## src/rtl/qcf_pkg.sv

```systemverilog
package qcf_pkg;
  localparam logic [7:0] OP_QUAD_ON  = 8'h35;
  localparam logic [7:0] OP_QUAD_OFF = 8'hF5;
  localparam logic [7:0] OP_RST_ARM  = 8'h66;
  localparam logic [7:0] OP_RST_GO   = 8'h99;

  typedef struct packed {
    logic shiftEn;   // accept one bus beat into the shifter
    logic byteDone;  // this beat completes the instruction
    logic commit;    // clean frame end with a captured instruction
    logic hwClr;     // synchronised hardware reset
  } ctrlStrobes_t;
endpackage

```

## src/rtl/qcf_ctrl.sv

```systemverilog
module qcf_ctrl
  import qcf_pkg::*;
#(
  parameter int OpBits     = 8,
  parameter int IoLines    = 4,
  parameter int SyncStages = 2
) (
  input  logic               clk,
  input  logic               rstN,
  input  logic               hwResetN,
  input  logic               sck,
  input  logic               csN,
  input  logic [IoLines-1:0] ioIn,
  input  logic               qpi,
  output logic [IoLines-1:0] ioSample,
  output ctrlStrobes_t       strobes
);
  localparam int CntW = $clog2(OpBits) + 1;

  logic [SyncStages:0]  sckPipe, csPipe;
  logic [SyncStages-1:0] hwPipe;
  logic [IoLines-1:0]   ioPipe [SyncStages];
  logic [CntW-1:0]      bitCnt;
  logic                 gotOp, extraBeat;

  logic sckCur, sckPrev, csCur, csPrev, sckRise, frameEnd;
  logic [CntW-1:0] step, cntNext;

  always_ff @(posedge clk or negedge rstN) begin
    if (!rstN) begin
      sckPipe <= '0;
      csPipe  <= '1;
      hwPipe  <= '1;
    end else begin
      sckPipe <= {sckPipe[SyncStages-1:0], sck};
      csPipe  <= {csPipe[SyncStages-1:0], csN};
      hwPipe  <= {hwPipe[SyncStages-2:0], hwResetN};
    end
  end

  for (genvar s = 0; s < SyncStages; s++) begin : g_ioSync
    always_ff @(posedge clk or negedge rstN) begin
      if (!rstN) ioPipe[s] <= '0;
      else if (s == 0) ioPipe[s] <= ioIn;
      else ioPipe[s] <= ioPipe[(s == 0) ? 0 : s-1];
    end
  end

  assign sckCur   = sckPipe[SyncStages-1];
  assign sckPrev  = sckPipe[SyncStages];
  assign csCur    = csPipe[SyncStages-1];
  assign csPrev   = csPipe[SyncStages];
  assign ioSample = ioPipe[SyncStages-1];
  assign sckRise  = sckCur & ~sckPrev & ~csCur;
  assign frameEnd = csCur & ~csPrev;
  assign step     = qpi ? CntW'(IoLines) : CntW'(1);
  assign cntNext  = bitCnt + step;

  always_comb begin
    strobes          = '0;
    strobes.hwClr    = ~hwPipe[SyncStages-1];
    strobes.shiftEn  = sckRise & ~gotOp & ~strobes.hwClr;
    strobes.byteDone = strobes.shiftEn & (cntNext == CntW'(OpBits));
    strobes.commit   = frameEnd & gotOp & ~extraBeat & ~strobes.hwClr;
  end

  always_ff @(posedge clk or negedge rstN) begin
    if (!rstN) begin
      bitCnt    <= '0;
      gotOp     <= 1'b0;
      extraBeat <= 1'b0;
    end else if (strobes.hwClr || csCur) begin
      bitCnt    <= '0;
      gotOp     <= 1'b0;
      extraBeat <= 1'b0;
    end else if (sckRise) begin
      if (gotOp) extraBeat <= 1'b1;
      else if (cntNext == CntW'(OpBits)) begin
        bitCnt <= '0;
        gotOp  <= 1'b1;
      end else bitCnt <= cntNext;
    end
  end

  p_cnt_bound_r6: assert property (@(posedge clk) disable iff (!rstN)
    bitCnt < CntW'(OpBits));
  p_frame_clears_r6: assert property (@(posedge clk) disable iff (!rstN)
    frameEnd |=> (bitCnt == '0) && !gotOp);
  p_one_byte_per_frame_r11: assert property (@(posedge clk) disable iff (!rstN)
    strobes.byteDone |=> !strobes.shiftEn);
endmodule

```

## src/rtl/qcf_datapath.sv

```systemverilog
module qcf_datapath
  import qcf_pkg::*;
#(
  parameter int OpBits  = 8,
  parameter int IoLines = 4
) (
  input  logic               clk,
  input  logic               rstN,
  input  logic [IoLines-1:0] ioSample,
  input  ctrlStrobes_t       strobes,
  output logic               qpi,
  output logic               opValid,
  output logic [OpBits-1:0]  opCode
);
  logic [OpBits-1:0] shiftReg, shiftNext;
  logic              rstArmed;

  assign shiftNext = qpi ? {shiftReg[OpBits-IoLines-1:0], ioSample}
                         : {shiftReg[OpBits-2:0], ioSample[0]};

  always_ff @(posedge clk or negedge rstN) begin
    if (!rstN) begin
      shiftReg <= '0;
      opCode   <= '0;
      opValid  <= 1'b0;
    end else begin
      opValid <= strobes.byteDone;
      if (strobes.shiftEn) shiftReg <= shiftNext;
      if (strobes.byteDone) opCode <= shiftNext;
    end
  end

  always_ff @(posedge clk or negedge rstN) begin
    if (!rstN) begin
      qpi      <= 1'b0;
      rstArmed <= 1'b0;
    end else if (strobes.hwClr) begin
      qpi      <= 1'b0;
      rstArmed <= 1'b0;
    end else if (strobes.commit) begin
      rstArmed <= (opCode == OP_RST_ARM);
      if (opCode == OP_QUAD_ON && !qpi) qpi <= 1'b1;
      if (opCode == OP_QUAD_OFF) qpi <= 1'b0;
      if (opCode == OP_RST_GO && rstArmed) qpi <= 1'b0;
    end
  end

  p_valid_pulse_r2: assert property (@(posedge clk) disable iff (!rstN)
    opValid |=> !opValid);
  p_mode_at_frame_end_r4: assert property (@(posedge clk) disable iff (!rstN)
    !$stable(qpi) |-> $past(strobes.commit || strobes.hwClr));
  p_hw_reset_spi_r9: assert property (@(posedge clk) disable iff (!rstN)
    strobes.hwClr |=> !qpi);
endmodule

```

## src/rtl/qpi_cmd_frontend.sv

```systemverilog
module qpi_cmd_frontend
  import qcf_pkg::*;
#(
  parameter int OpBits     = 8,
  parameter int IoLines    = 4,
  parameter int SyncStages = 2
) (
  input  logic               clk,
  input  logic               rstN,
  input  logic               hwResetN,
  input  logic               sck,
  input  logic               csN,
  input  logic [IoLines-1:0] ioIn,
  input  logic               rdDrive,
  output logic [IoLines-1:0] ioOe,
  output logic               qpiMode,
  output logic               opValid,
  output logic [OpBits-1:0]  opCode
);
  localparam logic [IoLines-1:0] SpiOe  = IoLines'(2);
  localparam logic [IoLines-1:0] QuadOe = '1;

  ctrlStrobes_t       strobes;
  logic [IoLines-1:0] ioSample;

  qcf_ctrl #(.OpBits(OpBits), .IoLines(IoLines), .SyncStages(SyncStages)) uCtrl (
    .clk(clk), .rstN(rstN), .hwResetN(hwResetN), .sck(sck), .csN(csN),
    .ioIn(ioIn), .qpi(qpiMode), .ioSample(ioSample), .strobes(strobes)
  );

  qcf_datapath #(.OpBits(OpBits), .IoLines(IoLines)) uData (
    .clk(clk), .rstN(rstN), .ioSample(ioSample), .strobes(strobes),
    .qpi(qpiMode), .opValid(opValid), .opCode(opCode)
  );

  assign ioOe = (!csN && rdDrive) ? (qpiMode ? QuadOe : SpiOe) : '0;

  p_oe_shape_r10: assert property (@(posedge clk) disable iff (!rstN)
    (ioOe == '0) || (ioOe == SpiOe) || (ioOe == QuadOe));
  p_oe_width_r10: assert property (@(posedge clk) disable iff (!rstN)
    (ioOe == QuadOe) |-> qpiMode);
endmodule

```

## config.mk

```make
export PLATFORM = sky130hd
export DESIGN_NAME = qpi_cmd_frontend
export DESIGN_NICKNAME = d
export VERILOG_FILES = /design/src/rtl/qcf_pkg.sv /design/src/rtl/qcf_ctrl.sv /design/src/rtl/qcf_datapath.sv /design/src/rtl/qpi_cmd_frontend.sv
export SDC_FILE = /design/constraint.sdc
export NUM_CORES = 1
export LEC_CHECK = 0
export ABC_AREA = 1
export BUFFER_PORTS_ARGS = -buffer_cell sky130_fd_sc_hd__buf_2
export CORE_MARGIN = 2
export CORE_UTILIZATION = 40
export DETAILED_ROUTE_END_ITERATION = 16
export GPL_TIMING_DRIVEN = 1
export PLACE_DENSITY_LB_ADDON = 0.1
export SYNTH_ARGS = -nofsm -noshare
export SYNTH_HDL_FRONTEND = slang
export SYNTH_HIERARCHICAL = 1
export SYNTH_SLANG_ARGS = --single-unit
```

## constraint.sdc

```tcl
create_clock -name clk -period 1.7 [get_ports clk]
set_input_delay 0.255 -clock clk [delete_from_list [all_inputs] [get_ports clk]]
set_output_delay 0.255 -clock clk [all_outputs]
set_load 0.01 [all_outputs]
```

==> impl_metrics.yaml <==
sta:
  tightest_slew_ns: 0.528
  hold_ws_ns: 0.0685
  max_freq_ghz: 0.589
  hold_viol: 0
  rsz0062_at_grt: "yes"
  finalCritPeriodShare_pct: 99.9
  fin_skew_ns: 0.00881
  max_slew_margin_pct: 64.8
  fin_crit_ns: 1.70
  setup_viol: 0
  drv_slew: 0
outcome:
  status: "finished clean"
worst_setup_path:
  startpoint_type: "flip-flop"
  arrival_ns: 1.88
  cp.required_ns: 1.88
  r2r_cells: 11
  cp_max_fo: 13
  worst-setup-path-type: "flip-flop to flip-flop"
  cp-startpoint: "uData/qpi$_DFFE_PN0P_"
  setup.worst_path.end_class: "flip-flop"
  r2r-start: "uData/qpi$_DFFE_PN0P_"
  reg2reg_to: "uData/opCode[2]$_DFFE_PN0P_"
  reg2reg_slack_ns: 0.002
synthesis:
  synth_warnings: 6
  synthFlopType: "dfrtp_1"
  synthesis.area_mm2: 0.00170
  netlist_top_cells_count: "nand2_1, dfrtp_1, inv_1"
  synth_nets: 196
  yosysTopAreaCell: "dfrtp_1"
  synthTopCellsByArea: "dfrtp_1, nand2_1, dfstp_2"
  ys_types: 22
  ys_seq_area_share_pct: 59.2
  yosysMostFrequentCell: "nand2_1"
  syn_inst: 183
  synth-seq-cells: 40
  postSynthAreaPerCell_um2: 9.29
  synth-edff-count: 0
  synth_top_area_share_pct: 51.5
  async_flop_share_pct: 100
global_routing:
  grt_overflow: 0
  antenna_found_initial: 0
  grt_pass1_vias: 1178
  grt_pass1_wl_mm: 5.60
  grt_start_max_net_pins: 22
  grt_usage_pct: 15.0
clocking:
  clk_latency_ns: 0.29
  clock_sinks: 40
  root_buffer: "clkbuf_8"
  path_clk_slew_ns: 0.08
  numCtsBuffers: 5
  cts_max_level: 2
  clock_path_buffers: 2
  cts_tree: "built"
min_path:
  holdPathEnd: "uCtrl/hwPipe[0]$_DFF_PN1_"
  hold_path_class: "input pin to flip-flop"
  hold_start: "hwResetN"
  whs_path_depth: 1
floorplan:
  row_count: 23
  initial_core_util_pct: 41.9
  io_pins: 24
  fp.dieW_um: 69.2
  coreArea_mm2: 0.00406
  design.die.area_mm2: 0.00479
  die_height_um: 69.2
routing:
  viasPerCell: 4.63
  ant_nets: 0
  drc: 0
  drt_iter0_markers: 46
  wl_per_cell_um: 12.1
  dr_total_vias: 1213
  wirelength_mm: 3.17
  first_pass_iters: 4
placed_design:
  io_buffers: 23
  gp_congestion: 0.822
  dpl.hpwl_mm: 2.34
  place_area_mm2: 0.00189
  placed_cells: 252
layout:
  nNetsFinal: 224
  n_fill_cell: 394
  instances_no_fill: 262
  n_antenna_cell: 0
  drive_gt1_share_pct: 28.8
  area_delta_synth_final_pct: 19.1
  stdcell_area_mm2: 0.00203
pwr:
  switchingPower_w: 0.000409
  seq_power_share_pct: 59.0
  pwr-share-clk_pct: 33.7
  vdd_ir_drop_max_mv: 0.452
  finalPower_w: 0.00175
  total_leakage_power_nw: 0.963
  internal-power_w: 0.00134
  power_frac_comb_pct: 7.4
  swShare_pct: 23.4
  power_density_mw_per_mm2: 864
job:
  maxCapViolCount: 0
==> worst max-delay path by stage <==
stage | end | cells past startpoint
2_1_floorplan | uData/opCode[6]$_DFFE_PN0P_ | 12
3_3_place_gp | uData/opCode[3]$_DFFE_PN0P_ | 11
3_5_place_dp | uData/opCode[2]$_DFFE_PN0P_ | 10
4_1_cts | uData/opCode[2]$_DFFE_PN0P_ | 10
5_1_grt | uData/opCode[3]$_DFFE_PN0P_ | 10
6_report | uData/opCode[2]$_DFFE_PN0P_ | 11
==> worst max-delay path, cell delays in order (launching register included) <==
cell and delay [ns]:
dfrtp_2 0.43, inv_2 0.08, ha_4 0.14, ha_4 0.21, nor2_4 0.11, nand3_2 0.09, nor2_4 0.10, nand2_2 0.08
nor2_4 0.16, inv_4 0.08, nand2_1 0.07, o21ai_1 0.06
==> cells by family after synthesis <==
logic type               count (synthesis)  synth area share, %
AND/OR/NAND/NOR                         80                 19.9
flip-flops                              40                 59.2
buffers and inverters                   34                 9.49
AO/OA/AOI/OAI                           24                 7.95
adder cells (fa/ha/maj)                  3                 2.21
multiplexers                             2                 1.18
==> flip-flops by register name, indices dropped and copies added (netlist names), 2 cells and up <==
| signal | count |
|---|---|
| uCtrl/bitCnt | 4 |
| uCtrl/ioSample | 4 |
| uData/opCode | 8 |
| uData/shiftReg | 7 |
| uCtrl/ioPipe | 4 |
| uCtrl/hwPipe | 2 |
| uCtrl/csPipe | 3 |
| uCtrl/sckPipe | 3 |
==> metrics by stage <==
stage	utilization (%)	TNS, ns	worst slack (ns)
after detailed placement	46.7	-0.885	-0.134
final	49.9	0	0.00194
after global routing	49.9	-0.704	-0.0977
after floorplan	-	-0.472	-0.0707
after global placement	46.7	-0.420	-0.0646
after CTS	49.6	0	0.00664
==> what timing repair did <==
item | 4_1_cts | 5_1_grt
endpoints found under the hold margin | 19 | 0
setup buffers | 1 | 0
gates resized for setup | 5 | 3
hold buffers | 1 | 0
pin swaps | 3 | 1
setup endpoints to repair | 8 | 9
==> power by group through the flow <==
stage	Clock (W)	Sequential, W	Combinational, W
final	0.000590	0.00103	0.000129
after global routing	0.000663	0.00104	0.000149
after CTS	0.000609	0.00103	0.000131
after detailed placement	0	0.00105	0.000127
after global placement	0	0.00105	0.000125
after floorplan	0	0.00104	0.0000802
==> layout by cell type (no fill, tap or decap), types with 2 or more instances in the layout <==
master,synthesis,layout
nor3_1,3,2
o21ai_1,16,16
nor2_1,12,10
inv_2,3,4
ha_4,0,2
nand2_2,2,3
o21ai_0,5,5
nor2_4,2,5
clkbuf_8,0,5
dfstp_2,5,5
nand3_1,6,5
clkbuf_1,0,2
inv_1,21,19
buf_2,2,23
nand2_1,52,51
dfrtp_1,35,34
buf_4,7,5
mux2i_1,2,2
==> metal layers <==
metal	wire [um]	part of all wire (%)	track usage, %
met5	0	0	0
met4	37	1.2	5.23
met3	178	5.6	4.51
met2	1360	43	22.0
met1	1600	50	21.3
==> cell type report <==
class | count | area (um2) | share of cell area (%)
timing repair buffer | 30 | 183 | 9.02
sequential | 40 | 1010 | 49.8
multi-input combinational | 109 | 589 | 29.1
clock inverter | 1 | 5.00 | 0.247
tap | 50 | 62.6 | 3.09
inverter | 25 | 101 | 5.00
clock buffer | 7 | 76.3 | 3.77
Note: power is estimated with default switching activity, not from simulation.
